`config.mk`:
```
export PLATFORM = sky130hd
export DESIGN_NAME = ifetch_line_ctrl
export DESIGN_NICKNAME = d
export VERILOG_FILES = /design/src/rtl/ifl_pkg.sv /design/src/rtl/ifl_line_buf.sv /design/src/rtl/ifl_slot_sel.sv /design/src/rtl/ifl_fsm.sv /design/src/rtl/ifetch_line_ctrl.sv
export SDC_FILE = /design/constraint.sdc
export NUM_CORES = 1
export LEC_CHECK = 0
export BUFFER_PORTS_ARGS = -buffer_cell sky130_fd_sc_hd__buf_2
export CORE_AREA = 4 4 400 402
export DETAILED_ROUTE_END_ITERATION = 6
export DIE_AREA = 0 0 404 406
export PLACE_DENSITY = 0.42
export SYNTH_ARGS = -nofsm -noshare
export SYNTH_HDL_FRONTEND = slang
export SYNTH_SLANG_ARGS = --single-unit
```
`constraint.sdc`:
```
create_clock -name clk_i -period 21.5 [get_ports clk_i]
set_clock_uncertainty 0.1 [all_clocks]
set_input_delay 2.15 -clock clk_i [delete_from_list [all_inputs] [get_ports clk_i]]
set_output_delay 2.15 -clock clk_i [all_outputs]
set_load 0.005 [all_outputs]
```
`src/rtl/ifl_pkg.sv`:
```
package ifl_pkg;
  typedef enum logic [2:0] {
    ST_RUN     = 3'd0,
    ST_RETRY   = 3'd1,
    ST_RESP    = 3'd2,
    ST_REN_BLK = 3'd3,
    ST_BE_BLK  = 3'd4,
    ST_TRAP    = 3'd5
  } ifl_state_e;
endpackage

```
`src/rtl/ifl_line_buf.sv`:
```
module ifl_line_buf #(
  parameter int LINE_N_W   = 26,
  parameter int INST_W     = 32,
  parameter int LINE_BYTES = 64,
  parameter int FETCH_W    = 4
) (
  input  logic                        clk_i,
  input  logic                        rst_ni,
  input  logic [LINE_N_W-1:0]         line_i,
  input  logic [$clog2(LINE_BYTES*8/INST_W)-1:0] widx_i,
  input  logic                        open_i,
  input  logic                        inval_i,
  input  logic                        fill_i,
  input  logic [LINE_BYTES*8-1:0]     fill_data_i,
  output logic                        hit_o,
  output logic [FETCH_W*INST_W-1:0]   slot_word_o
);
  localparam int WORDS = LINE_BYTES * 8 / INST_W;
  localparam int WI_W  = $clog2(WORDS);

  logic [LINE_N_W-1:0]          base_q;
  logic                         valid_q;
  logic [WORDS-1:0][INST_W-1:0] data_q;

  always_ff @(posedge clk_i or negedge rst_ni) begin
    if (!rst_ni) begin
      base_q  <= '0;
      valid_q <= 1'b0;
    end else begin
      if (inval_i || open_i) valid_q <= 1'b0;
      else if (fill_i)       valid_q <= 1'b1;
      if (open_i) base_q <= line_i;
    end
  end

  always_ff @(posedge clk_i) begin
    if (fill_i) data_q <= fill_data_i;
  end

  assign hit_o = valid_q && (line_i == base_q);

  for (genvar k = 0; k < FETCH_W; k++) begin : g_slot
    logic [WI_W-1:0] idx;
    assign idx = widx_i + WI_W'(k);
    assign slot_word_o[k*INST_W +: INST_W] = data_q[idx];
  end
endmodule

```
`src/rtl/ifl_slot_sel.sv`:
```
module ifl_slot_sel #(
  parameter int FETCH_W = 4,
  parameter int WORDS   = 16,
  parameter int SPACE_W = 4,
  parameter int FREG_W  = 8,
  parameter int CNT_W   = 3
) (
  input  logic                     en_i,
  input  logic [$clog2(WORDS)-1:0] widx_i,
  input  logic [SPACE_W-1:0]       space_i,
  input  logic [FREG_W-1:0]        free_regs_i,
  input  logic [FETCH_W-1:0]       taken_i,
  output logic [FETCH_W-1:0]       vld_o,
  output logic [CNT_W-1:0]         n_o,
  output logic                     taken_stop_o,
  output logic                     regs_out_o
);
  int   cnt_c;
  logic go_c;

  // free_regs_i is only consulted while en_i, which implies it is positive
  always_comb begin
    cnt_c        = 0;
    go_c         = en_i;
    taken_stop_o = 1'b0;
    vld_o        = '0;
    for (int k = 0; k < FETCH_W; k++) begin
      if (go_c && k < int'(space_i) && (int'(widx_i) + k) < WORDS &&
          k < int'(free_regs_i)) begin
        vld_o[k] = 1'b1;
        cnt_c    = cnt_c + 1;
        if (taken_i[k]) begin
          taken_stop_o = 1'b1;
          go_c         = 1'b0;
        end
      end else begin
        go_c = 1'b0;
      end
    end
    n_o        = CNT_W'(cnt_c);
    regs_out_o = en_i && !taken_stop_o && cnt_c > 0 && cnt_c == int'(free_regs_i);
  end
endmodule

```
`src/rtl/ifl_fsm.sv`:
```
module ifl_fsm
  import ifl_pkg::*;
#(
  parameter int          ADDR_W   = 32,
  parameter int          ID_W     = 4,
  parameter int          FREG_W   = 8,
  parameter int          CNT_W    = 3,
  parameter int          STALL_W  = 16,
  parameter logic [31:0] RESET_PC = 32'h0000_1000
) (
  input  logic               clk_i,
  input  logic               rst_ni,
  input  logic               redirect_i,
  input  logic [ADDR_W-1:0]  redirect_pc_i,
  input  logic               hit_i,
  input  logic               fault_i,
  input  logic               req_ready_i,
  input  logic               retry_i,
  input  logic               rsp_valid_i,
  input  logic [ID_W-1:0]    rsp_id_i,
  input  logic [FREG_W-1:0]  free_regs_i,
  input  logic               be_block_i,
  input  logic [CNT_W-1:0]   n_i,
  input  logic               taken_stop_i,
  input  logic               regs_out_i,
  input  logic [ADDR_W-1:0]  pred_target_i,
  output logic [2:0]         state_o,
  output logic [ADDR_W-1:0]  pc_o,
  output logic               req_valid_o,
  output logic [ID_W-1:0]    req_id_o,
  output logic               open_o,
  output logic               inval_o,
  output logic               fill_o,
  output logic               emit_en_o,
  output logic               inject_o,
  output logic [STALL_W-1:0] stall_cnt_o,
  output logic [STALL_W-1:0] drop_cnt_o
);
  ifl_state_e         state_q, state_d;
  logic [ADDR_W-1:0]  pc_q, pc_d;
  logic [ID_W-1:0]    id_q;
  logic [STALL_W-1:0] stall_q, drop_q;
  logic               fr_pos, in_run, miss_run, accept, drop;

  assign fr_pos    = !free_regs_i[FREG_W-1] && (|free_regs_i);
  assign in_run    = !redirect_i && (state_q == ST_RUN);
  assign miss_run  = in_run && !hit_i;
  assign open_o    = miss_run && !fault_i;
  assign inject_o  = miss_run && fault_i;
  assign emit_en_o = in_run && hit_i && fr_pos;
  assign inval_o   = redirect_i;
  assign accept    = !redirect_i && (state_q == ST_RESP) && rsp_valid_i && (rsp_id_i == id_q);
  assign drop      = rsp_valid_i && !accept;
  assign fill_o    = accept;

  assign req_valid_o = open_o || (!redirect_i && state_q == ST_RETRY && retry_i);
  assign req_id_o    = (state_q == ST_RUN) ? id_q + ID_W'(1) : id_q;

  always_comb begin
    state_d = state_q;
    pc_d    = pc_q;
    if (redirect_i) begin
      state_d = ST_RUN;
      pc_d    = redirect_pc_i;
    end else begin
      unique case (state_q)
        ST_RUN: begin
          if (!hit_i) begin
            if (fault_i)          state_d = ST_TRAP;
            else if (req_ready_i) state_d = ST_RESP;
            else                  state_d = ST_RETRY;
          end else if (!fr_pos) begin
            state_d = ST_REN_BLK;
          end else begin
            pc_d = taken_stop_i ? pred_target_i : pc_q + ADDR_W'({n_i, 2'b00});
            if (regs_out_i)      state_d = ST_REN_BLK;
            else if (be_block_i) state_d = ST_BE_BLK;
          end
        end
        ST_RETRY:   if (retry_i && req_ready_i) state_d = ST_RESP;
        ST_RESP:    if (accept) state_d = fr_pos ? ST_RUN : ST_REN_BLK;
        ST_REN_BLK: if (fr_pos) state_d = ST_RUN;
        ST_BE_BLK:  if (!be_block_i) state_d = ST_RUN;
        ST_TRAP:    state_d = ST_TRAP;
        default:    state_d = ST_RUN;
      endcase
    end
  end

  always_ff @(posedge clk_i or negedge rst_ni) begin
    if (!rst_ni) begin
      state_q <= ST_RUN;
      pc_q    <= ADDR_W'(RESET_PC);
      id_q    <= '0;
      stall_q <= '0;
      drop_q  <= '0;
    end else begin
      state_q <= state_d;
      pc_q    <= pc_d;
      if (open_o)            id_q    <= id_q + ID_W'(1);
      if (state_q != ST_RUN) stall_q <= stall_q + STALL_W'(1);
      if (drop)              drop_q  <= drop_q + STALL_W'(1);
    end
  end

  assign state_o     = state_q;
  assign pc_o        = pc_q;
  assign stall_cnt_o = stall_q;
  assign drop_cnt_o  = drop_q;
endmodule

```
`src/rtl/ifetch_line_ctrl.sv`:
```
module ifetch_line_ctrl #(
  parameter int          ADDR_W     = 32,
  parameter int          INST_W     = 32,
  parameter int          LINE_BYTES = 64,
  parameter int          FETCH_W    = 4,
  parameter int          ID_W       = 4,
  parameter int          FREG_W     = 8,
  parameter int          SPACE_W    = 4,
  parameter int          CNT_W      = 16,
  parameter logic [31:0] RESET_PC   = 32'h0000_1000,
  parameter logic [31:0] NOP_WORD   = 32'h0000_0013
) (
  input  logic                      clk_i,
  input  logic                      rst_ni,
  input  logic                      redirect_i,
  input  logic [ADDR_W-1:0]         redirect_pc_i,
  output logic                      req_valid_o,
  output logic [ADDR_W-1:0]         req_addr_o,
  output logic [ID_W-1:0]           req_id_o,
  input  logic                      req_ready_i,
  input  logic                      retry_i,
  input  logic                      fault_i,
  input  logic                      rsp_valid_i,
  input  logic [ID_W-1:0]           rsp_id_i,
  input  logic [LINE_BYTES*8-1:0]   rsp_data_i,
  input  logic [FREG_W-1:0]         free_regs_i,
  input  logic                      be_block_i,
  input  logic [SPACE_W-1:0]        buf_space_i,
  input  logic [FETCH_W-1:0]        pred_taken_i,
  input  logic [ADDR_W-1:0]         pred_target_i,
  output logic [FETCH_W-1:0]        out_valid_o,
  output logic [FETCH_W*INST_W-1:0] out_inst_o,
  output logic [FETCH_W*ADDR_W-1:0] out_pc_o,
  output logic                      out_fault_o,
  output logic [2:0]                state_o,
  output logic [CNT_W-1:0]          stall_cnt_o,
  output logic [CNT_W-1:0]          drop_cnt_o
);
  localparam int WORD_B   = INST_W / 8;
  localparam int WORDS    = LINE_BYTES / WORD_B;
  localparam int OFF_W    = $clog2(LINE_BYTES);
  localparam int WB_W     = $clog2(WORD_B);
  localparam int WI_W     = $clog2(WORDS);
  localparam int LINE_N_W = ADDR_W - OFF_W;
  localparam int N_W      = $clog2(FETCH_W + 1);

  logic [ADDR_W-1:0]         pc;
  logic                      hit, open, inval, fill, emit_en, inject;
  logic                      taken_stop, regs_out;
  logic [N_W-1:0]            n_emit;
  logic [FETCH_W-1:0]        vld;
  logic [FETCH_W*INST_W-1:0] slot_word;
  logic [WI_W-1:0]           widx;

  assign widx = pc[OFF_W-1:WB_W];

  ifl_fsm #(
    .ADDR_W(ADDR_W), .ID_W(ID_W), .FREG_W(FREG_W), .CNT_W(N_W),
    .STALL_W(CNT_W), .RESET_PC(RESET_PC)
  ) u_fsm (
    .clk_i, .rst_ni, .redirect_i, .redirect_pc_i,
    .hit_i(hit), .fault_i, .req_ready_i, .retry_i,
    .rsp_valid_i, .rsp_id_i, .free_regs_i, .be_block_i,
    .n_i(n_emit), .taken_stop_i(taken_stop), .regs_out_i(regs_out),
    .pred_target_i, .state_o, .pc_o(pc), .req_valid_o, .req_id_o,
    .open_o(open), .inval_o(inval), .fill_o(fill), .emit_en_o(emit_en),
    .inject_o(inject), .stall_cnt_o, .drop_cnt_o
  );

  ifl_line_buf #(
    .LINE_N_W(LINE_N_W), .INST_W(INST_W), .LINE_BYTES(LINE_BYTES), .FETCH_W(FETCH_W)
  ) u_line (
    .clk_i, .rst_ni, .line_i(pc[ADDR_W-1:OFF_W]), .widx_i(widx),
    .open_i(open), .inval_i(inval), .fill_i(fill), .fill_data_i(rsp_data_i),
    .hit_o(hit), .slot_word_o(slot_word)
  );

  ifl_slot_sel #(
    .FETCH_W(FETCH_W), .WORDS(WORDS), .SPACE_W(SPACE_W), .FREG_W(FREG_W), .CNT_W(N_W)
  ) u_sel (
    .en_i(emit_en), .widx_i(widx), .space_i(buf_space_i), .free_regs_i,
    .taken_i(pred_taken_i), .vld_o(vld), .n_o(n_emit),
    .taken_stop_o(taken_stop), .regs_out_o(regs_out)
  );

  assign req_addr_o  = {pc[ADDR_W-1:OFF_W], OFF_W'(0)};
  assign out_valid_o = inject ? FETCH_W'(1) : vld;
  assign out_fault_o = inject;

  for (genvar k = 0; k < FETCH_W; k++) begin : g_out
    assign out_pc_o[k*ADDR_W +: ADDR_W] = pc + ADDR_W'(k * WORD_B);
    if (k == 0) begin : g_first
      assign out_inst_o[INST_W-1:0] = inject ? INST_W'(NOP_WORD) : slot_word[INST_W-1:0];
    end else begin : g_rest
      assign out_inst_o[k*INST_W +: INST_W] = slot_word[k*INST_W +: INST_W];
    end
  end
endmodule

```
# [Yosys cells after proc, flatten, opt, wreduce, memory -nomap -nowiden]
# Cells that the tools add are included.
[totals] word_cells=169 in_bits=604 output_inout_bits=333 reg_bits=610
[classes] order_cmp=17 n_addsub=16 n_reduce_logical=47 mux=53 eq_ne=13
[ops] cell="32-bit binary-select mux with 4-bit select" count=4
[ops] cell="32-bit two-way mux" count=13
[ops] cell="32-bit by 6-bit < comparator with 1-bit output, second input constant" count=3
[ops] cell="32-bit by 2-bit adder with 32-bit output, second input constant" count=2
[ops] cell="32-bit by 4-bit adder with 32-bit output, second input constant" count=2
[ops] cell="16-bit by 1-bit adder with 16-bit output, second input constant" count=2
[ops] cell="32-bit by 3-bit adder with 32-bit output, second input constant" count=1
[ops] cell="32-bit by 5-bit adder with 32-bit output" count=1
[ops] cell="32-bit by 9-bit == test with 1-bit output" count=1
[ops] cell="32-bit by 1-bit > comparator with 1-bit output, second input constant" count=1
[ops] cell="1-bit logical AND" count=30
[ops] cell="3-bit two-way mux" count=10
[ops] cell="26-bit == test" count=1
[ops] cell="4-bit by 5-bit < comparator with 1-bit output, second input constant" count=5
[ops] cell="1-bit two-way mux" count=21
[ops] cell="3-bit case mux with 6 select lines" count=1
[ops] cell="1-bit by 8-bit < comparator with 1-bit output, first input constant" count=2
[ops] cell="2-bit by 8-bit < comparator with 1-bit output, first input constant" count=2
[ops] cell="4-bit by 2-bit adder with 5-bit output, second input constant" count=2
[ops] cell="4-bit by 1-bit adder with 4-bit output, second input constant" count=2
[ops] cell="4-bit by 2-bit adder with 4-bit output, second input constant" count=2
[ops] cell="1-bit by 4-bit < comparator with 1-bit output, first input constant" count=2
[ops] cell="2-bit by 4-bit < comparator with 1-bit output, first input constant" count=2
[ops] cell="4-bit two-way mux" count=2
[ops] cell="18 further kinds" count=32

# [Longest topological paths before layout]
# Gate-level depths: netlist of run 1.
[depth] ltp_word=29 ltp_mapped=25 depth_no_buf=24

# [By module]
# From an unflattened synthesis of run 1, not the netlist that was laid out.
[hier_totals] hier_cells=2815 area_unflattened_um2=39334.0
[modules_own_cells] mod="ifl_line_buf" area_each_um2=32215.9 seq_area_each_um2=16050.4 instances=1 cells_per_inst=1940
[modules_own_cells] mod="ifl_fsm" area_each_um2=4419.2 seq_area_each_um2=1778.0 instances=1 cells_per_inst=489
[modules_own_cells] mod="ifetch_line_ctrl" area_each_um2=2263.4 seq_area_each_um2=0.0 instances=1 cells_per_inst=332
[modules_own_cells] mod="ifl_slot_sel" area_each_um2=435.4 seq_area_each_um2=0.0 instances=1 cells_per_inst=54

# [Least setup slack after synthesis of run 1]
# Ideal clock, no wire load.
[synth_path] path_type="input to register" start="in rsp_id_i[3]" end="reg u_fsm.drop_q[12], in the netlist u_fsm.drop_cnt_o[12]" required_time_ns=21.320 stages=9 setup_slack_ns=6.003 n_path_buf=1 setup_ns=0.080 arrival_time_ns=15.317 cell_sequence="xor2_1 -> nor4_1 -> and3_1 -> nor2b_1 -> clkbuf_1 -> nand4_1 -> nor2_1 -> nand3_1 -> xnor2_1"
[synth_via] elab_chain_len=4
[synth_rtl] item="start: declaration" line="ifetch_line_ctrl.sv:24" source="input logic [ID_W-1:0] rsp_id_i,"
[synth_rtl] item="4-bit == test" line="ifl_fsm.sv:52" source="assign accept = !redirect_i && (state_q == ST_RESP) && rsp_valid_i && (rsp_id_i == id_q);"
[synth_rtl] item="1-bit logical AND" line="ifl_fsm.sv:52"
[synth_rtl] item="net fill" line="ifetch_line_ctrl.sv:48" source="logic hit, open, inval, fill, emit_en, inject;"
[synth_rtl] item="1-bit zero test" line="ifl_fsm.sv:53" source="assign drop = rsp_valid_i && !accept;"
[synth_rtl] item="1-bit logical AND" line="ifl_fsm.sv:53"
[synth_rtl] item="end signal: assignment" line="ifl_fsm.sv:102" source="if (drop) drop_q <= drop_q + STALL_W'(1);"
[synth_rtl] item="end: declaration" line="ifl_fsm.sv:42" source="logic [STALL_W-1:0] stall_q, drop_q;"
# The timed path passes the listed nets, and every way through them passes these cells.
# A chain may end at the register's enable or synchronous reset.

# [Worst setup path in the final report of run 1]
[layout_path] start="reg u_fsm.pc_q[3], in the netlist u_fsm.pc_o[3]" end="out out_inst_o[126]"
[layout_via] elab_chain_len=3
[layout_rtl] item="start: declaration" line="ifl_fsm.sv:40" source="logic [ADDR_W-1:0] pc_q, pc_d;"
[layout_rtl] item="start signal: assignment" line="ifl_fsm.sv:93" source="pc_q <= ADDR_W'(RESET_PC);"
[layout_rtl] item="start signal: assignment" line="ifl_fsm.sv:99" source="pc_q <= pc_d;"
[layout_rtl] item="4-bit by 2-bit adder with 4-bit output" line="ifl_line_buf.sv:44" source="assign idx = widx_i + WI_W'(k);"
[layout_rtl] item="32-bit binary-select mux with 4-bit select" line="ifl_line_buf.sv:45" source="assign slot_word_o[k*INST_W +: INST_W] = data_q[idx];"
[layout_rtl] item="32-bit two-way mux (implied by the code)" line="ifl_line_buf.sv:45"
[layout_rtl] item="end: declaration" line="ifetch_line_ctrl.sv:32" source="output logic [FETCH_W*INST_W-1:0] out_inst_o,"
# No other way between the ends. The select of a mux whose other input is x is not followed.

==> results_dict.tcl, run 1 <==
set metrics [dict create \
    final_cells 5613 \
    period_share_pct 38.33 \
    synth-edff-count 512 \
    postCtsSetupRepairBufs 0 \
    gp_congestion 0.8584 \
    cp.buffers_inverters 4 \
    grt_util_met1_pct 23.40 \
    reg2reg_slack_ps 15010 \
    holdCritStartpoint "u_fsm.drop_cnt_o[15]$_DFFE_PN0P_" \
    worst_setup_path_end_kind "output port" \
    grt_max_degree 133 \
    ant_nets 0 \
    swShare_pct 34.16 \
    synth_common_cells "576 x mux4_2, 512 x edfxtp_1, 378 x nand2_1" \
    grt_pass1_vias 29967 \
    final_area_um2 48260 \
    ir_worst_vdd_mv 0.05815 \
    core_um2 156000 \
    ff2ff_path_depth 23 \
    layout-drive-gt1-share_pct 48.92 \
    syn_area_um2 38930 \
    die-width_um 404 \
    arrival_ps 5990 \
    syn-instance-count 2657 \
    cts_buffers 79 \
    crit_family "buffers and inverters" \
    initialDrtViolationCount 2403 \
    busiest_layer "met2" \
    p_switching_mw 1.409 \
    fmax_ghz 0.1213 \
    ys_seq_elements 610 \
    fin_util_pct 30.93 \
    finalSetupViolCount 0 \
    ios 937 \
    min_period_ps 8242 \
    comb_power_share_pct 33.1 \
    synth.top_cell.area_share_pct 39.49 \
    drc 0 \
    status "complete, no violations" \
    insertion_delay_ps 680 \
    htree_levels 3 \
    critPathRequiredTime_ps 19250 \
    cts_resized 0 \
    syn2layout_area_growth_pct 23.95 \
    power_frac_seq_pct 34.6 \
    path_class "flip-flop to output port" \
    hold_viol_final 0 \
    synth_area_leaders "edfxtp_1 39%, mux4_2 33%, dfrtp_1 6.2%, nand2_1 3.6%, xnor2_1 2.7%" \
    avgSynthCellArea_um2 14.65 \
    ys_types 72 \
    hold_depth 1 \
    power_density_nw_per_um2 85.48 \
    initial_core_util_pct 24.95 \
    dp.cells 5430 \
    fin_tns_setup_ps 0 \
    wire_per_inst_um 29.94 \
    min_to "u_fsm.drop_cnt_o[15]$_DFFE_PN0P_" \
    drtPass1Iterations 5 \
    num-nets-final 4071 \
    rsz0062_at_grt "no" \
    r2r_start "u_fsm.pc_o[2]$_DFFE_PN0P_" \
    fin_hold_ws_ps 367.5 \
    yosysWarnings 0 \
    seq_area_frac_synth_pct 45.79 \
    synth_ff_type "edfxtp_1" \
    grt.overflow.total 0 \
    cts.sinks 610 \
    synth_most_common_cell "mux4_2" \
    start_kind "flip-flop" \
    async_flop_share_pct 16.07 \
    grt_use_met2_pct 35.33 \
    power.leakage_nw 17.40 \
    slowest_stage "dfrtp_4" \
    vias_per_cell 5.247 \
    vias 29453 \
    drv_slew 0 \
    maxCapViolations 0 \
    cp_cell_sequence "inv_1 -> ha_4 -> buf_12 -> buf_4 -> mux4_2 -> and2_1 -> a211oi_1 -> a31oi_1 -> buf_2" \
    io_buffers 930 \
    tightest_slew_ps 1152 \
    clock_path_buffers 3 \
    cts-root-buf "clkbuf_16" \
    intPower_mw 2.716 \
    hold_buffers 0 \
    dp_hpwl_um 124600 \
    relSlewSlack_pct 22.46 \
    grt_use_met3_pct 4.823 \
    num_rows 145 \
    path_clk_slew_ps 60 \
    drt-total-wl_um 168100 \
    antenna_found_initial 98 \
    worst-path-max-fanout 128 \
    die_area_um2 164000 \
    postPlaceCellArea_um2 45610 \
    die_y_um 406 \
    grt_pass1_wl_um 233000 \
    clkPwrFrac_pct 32.3 \
    regToRegEndpoint "u_fsm.pc_o[30]$_DFFE_PN0P_" \
    yosysTopAreaCell "edfxtp_1" \
    slowest_delay_ps 900 \
    cts_tree "done" \
    track_usage_pct 19.91 \
    holdCritPathClass "flip-flop to flip-flop" \
]
==> registers in the layout, summed over array words and instances (netlist names) <==
name / count
u_fsm.id_q: 4
u_fsm.stall_cnt_o: 16
u_line.base_q: 26
u_line.data_q: 512
u_line.valid_q: 1
u_fsm.drop_cnt_o: 16
u_fsm.pc_o: 32
u_fsm.state_o: 3
==> cells by family (layout without fill, tap and decap cells) <==
kind of cell    Yosys count  after routing  share of synthesized area (%)
simple gates            727            727                          8.715
mux                     581            581                          33.45
fa+ha+maj                14             14                         0.4692
compound gates          240            240                          4.171
flops                   610            610                          45.79
xor+xnor                177            177                          3.982
other cells               1             45                       0.009631
buf+inv                 307           1161                          3.413
==> cell usage in the layout (no fill, tap or decap), types with 14 or more instances in the layout <==
cell type,count
o21ai_1,23
clkinv_1,16
edfxtp_1,512
and2_1,35
xnor2_1,116
a211oi_1,65
mux4_2,576
nand3_1,27
clkbuf_16,80
xor2_1,56
nand4_1,29
dfrtp_1,93
nor3_1,25
nor2b_1,37
a21oi_1,39
nor2_1,94
buf_4,60
a31oi_1,65
o21ai_0,14
clkbuf_1,25
and3_1,47
buf_2,929
nand2_1,378
inv_1,19
diode_2,39
==> per-layer routing <==
| layer | vias up | wire (µm) |
|---|---|---|
| li1 | 12334 | - |
| met1 | 15397 | 62420 |
| met2 | 1393 | 87650 |
| met3 | 281 | 12020 |
| met4 | 48 | 5665 |
| met5 | - | 306 |
==> per-stage QoR <==
step | setup slack [ps] | power, mW
after floorplan | 6003 | 2.226
after global placement | 13760 | 2.846
after detailed placement | 13730 | 2.842
after CTS | 13300 | 4.209
after global routing | 13000 | 4.338
final | 13260 | 4.125
==> power by group through the flow <==
stage               logic, mW  clock network, mW  registers [mW]
floorplan               0.818                  0            1.41
global placement         1.39                  0            1.45
detailed placement       1.39                  0            1.45
CTS                      1.40               1.38            1.43
global route             1.47               1.43            1.44
finish                   1.36               1.33            1.43
==> final cells by class <==
cell class              count  area, µm²
well taps                2058       2575
flip-flops and latches    610      17840
repair buffers            993       5180
multi-input cells        1745      19920
fillers                 15779     107800
clock inverters            37      429.2
inverters                  24      95.09
diodes                     39      97.59
clock buffers             107       2123
==> how the worst max path moves through the flow <==
| stage | start | to | slack, ps | depth (start not counted) |
|---|---|---|---|---|
| 2_1_floorplan | rsp_id_i[3] | u_fsm.drop_cnt_o[12]$_DFFE_PN0P_ | 6000 | 9 |
| 3_3_place_gp | redirect_i | u_fsm.pc_o[30]$_DFFE_PN0P_ | 13760 | 24 |
| 3_5_place_dp | redirect_i | u_fsm.pc_o[30]$_DFFE_PN0P_ | 13730 | 24 |
| 4_1_cts | u_fsm.pc_o[3]$_DFFE_PN0P_ | out_inst_o[126] | 13300 | 9 |
| 5_1_grt | u_fsm.pc_o[3]$_DFFE_PN0P_ | out_inst_o[126] | 13000 | 9 |
| 6_report | u_fsm.pc_o[3]$_DFFE_PN0P_ | out_inst_o[126] | 13260 | 9 |
(Power assumes the default switching activity.)
==> run 2: changes to the inputs <==
==> constraint.sdc (replaced) <==
create_clock -name clk_i -period 8.57 [get_ports clk_i]
set_clock_uncertainty 0.1 [all_clocks]
set_input_delay 0.857 -clock clk_i [delete_from_list [all_inputs] [get_ports clk_i]]
set_output_delay 0.857 -clock clk_i [all_outputs]
set_load 0.005 [all_outputs]
==> run 2 against run 1 <==
Net effect:
- cell area grew 0.26%
- first-iteration DRC count grew 1.3%
- power rose to 2.5 times the previous value
- flip-flop and latch count unchanged
- critical endpoint is now u_fsm.pc_o[12]$_DFFE_PN1P_
- clock-buffer cell count down 3
- clock power increased to 2.6 times the previous value
- global-route usage grew 0.10 points
- register-to-register slack lost 13000 ps
- cell count hardly changed
- non-clock buffer count down 10
- via count decreased by 0.24%
==> results_dict.tcl, run 2 (synthesized netlist as in run 1, its figures left out) <==
set metrics [dict create \
    drv_slew 0 \
    largest_reg_flops 512 \
    maxCapViolations 0 \
    initial_core_util_pct 24.95 \
    wire_per_inst_um 30.12 \
    layout-drive-gt1-share_pct 49.06 \
    comb_power_share_pct 32.6 \
    layout_common_cells "929 x buf_2, 576 x mux4_2, 512 x edfxtp_1, 378 x nand2_1, 116 x xnor2_1" \
    grt_pass1_wl_um 233400 \
    worst-path-max-fanout 13 \
    io_buffers 930 \
    grt_max_degree 157 \
    drtPass1Iterations 7 \
    antenna_found_initial 118 \
    holdCritPathClass "input port to async pin" \
    drc 0 \
    ant_nets 0 \
    worst_setup_path_end_kind "flip-flop" \
    cts.sinks 610 \
    vias 29381 \
    gp_congestion 0.8965 \
    start_kind "flip-flop" \
    num_rows 145 \
    grt_pass1_vias 29759 \
    arrival_ps 6960 \
    tightest_slew_ps 1102 \
    status "complete, no violations" \
    path_clk_slew_ps 60 \
    fin_util_pct 31.01 \
    path_class "flip-flop to flip-flop" \
    vias_per_cell 5.238 \
    swShare_pct 33.97 \
    hold_buffers 0 \
    ir_worst_vdd_mv 0.1615 \
    cp_cell_sequence "xnor2_1 -> nand4_1 -> nor4_1 -> nand2_2 -> nor4_4 -> and2_2 -> ha_1 -> xnor2_1 -> ha_1 -> nor2b_1 -> and3_1 -> o21ai_1 -> nor2_1 -> ha_1 -> nor2b_1 -> o21ai_1 -> nor3_1 -> xnor2_1 -> a211oi_1 -> a211oi_1 -> a21oi_1" \
    die-width_um 404 \
    relSlewSlack_pct 26.53 \
    syn2layout_area_growth_pct 24.28 \
    cts-root-buf "clkbuf_16" \
    critPathRequiredTime_ps 9070 \
    drt-total-wl_um 168900 \
    htree_levels 3 \
    track_usage_pct 20.01 \
    core_um2 156000 \
    postCtsSetupRepairBufs 0 \
    reg2reg_slack_ps 2120 \
    intPower_mw 6.930 \
    fmax_ghz 0.1549 \
    final_common_cell "buf_2" \
    p_switching_mw 3.565 \
    die_area_um2 164000 \
    period_share_pct 75.32 \
    crit_family "simple AND/OR/NAND/NOR gates" \
    insertion_delay_ps 690 \
    clock_path_buffers 3 \
    power_frac_seq_pct 34.1 \
    slowest_delay_ps 820 \
    dp_hpwl_um 124400 \
    clkPwrFrac_pct 33.4 \
    hold_viol_final 0 \
    grt.overflow.total 0 \
    cts_buffers 80 \
    fin_tns_setup_ps 0 \
    die_y_um 406 \
    num-nets-final 4062 \
    power_density_nw_per_um2 216.9 \
    slowest_stage "nor4_1" \
    cts_tree "done" \
    rsz0062_at_grt "no" \
    min_period_ps 6455 \
    finalSetupViolCount 0 \
    initialDrtViolationCount 2434 \
    ios 937 \
    cp.buffers_inverters 0 \
    cts_resized 0 \
    regMostFlops "u_line.data_q" \
    power.leakage_nw 17.44 \
]
[run 2: changes by cell type in the layout (fill, tap and decap cells not counted), moves of 2 or more]
cell	change
clkbuf_16	+3
diode_2	+2
clkinvlp_4	+2
clkinv_2	+4
buf_12	+4
bufinv_16	+2
clkbuf_1	-7
buf_4	-14
[run 2: metal layers]
metal  up-vias  routed length (µm)  GRT usage [%]
li1      12338                   -              -
met1     15204               63130          23.70
met2      1447               85920          34.93
met3       340               13640          5.648
met4        52                5893          6.747
met5         -                 336              0
[run 2: power groups by stage]
stage | Combinational, mW | Clock [mW] | Sequential [mW]
floorplan | 2.05 | 0 | 3.53
global placement | 3.49 | 0 | 3.63
detailed placement | 3.48 | 0 | 3.64
CTS | 3.50 | 3.64 | 3.58
global route | 3.68 | 3.74 | 3.60
finish | 3.42 | 3.50 | 3.58
[run 2: worst paths after layout]
kind	endpoint	start	depth (start not counted)
max in group asynchronous	u_fsm.drop_cnt_o[4]$_DFFE_PN0P_	rst_ni	2
setup reg to reg	u_fsm.pc_o[12]$_DFFE_PN1P_	u_fsm.pc_o[7]$_DFFE_PN0P_	21
setup / recovery	u_fsm.pc_o[12]$_DFFE_PN1P_	u_fsm.pc_o[7]$_DFFE_PN0P_	21
hold / removal	u_fsm.stall_cnt_o[4]$_DFFE_PN0P_	rst_ni	1
min in group clk_i	u_line.data_q[286]$_DFFE_PP_	rsp_data_i[286]	1
hold reg to reg	u_fsm.drop_cnt_o[15]$_DFFE_PN0P_	u_fsm.drop_cnt_o[15]$_DFFE_PN0P_	1
[run 2: layout make-up]
| type | instances | area [µm²] |
|---|---|---|
| diodes | 41 | 102.6 |
| clock buffers | 104 | 2186 |
| clock inverters | 44 | 510.5 |
| fillers | 15870 | 107600 |
| inverters | 24 | 95.09 |
| multi-input cells | 1745 | 19920 |
| flip-flops and latches | 610 | 17840 |
| well taps | 2058 | 2575 |
| repair buffers | 983 | 5155 |
[run 2: through the flow]
| step | worst slack, ps | total power [mW] | cells | hold slack (ps) | instance area [µm²] |
|---|---|---|---|---|---|
| finish | 2115 | 10.50 | 5609 | 113.0 | 48390 |
| CTS | 2150 | 10.71 | 5568 | 68.62 | 48280 |
| detailed placement | 2179 | 7.114 | 5420 | 363.1 | 45590 |
| global route | 1757 | 11.02 | 5589 | 123.6 | 48340 |
| global placement | 2171 | 7.123 | 5420 | 359.9 | 45590 |
| floorplan | 158.7 | 5.577 | 2662 | 365.3 | 38950 |
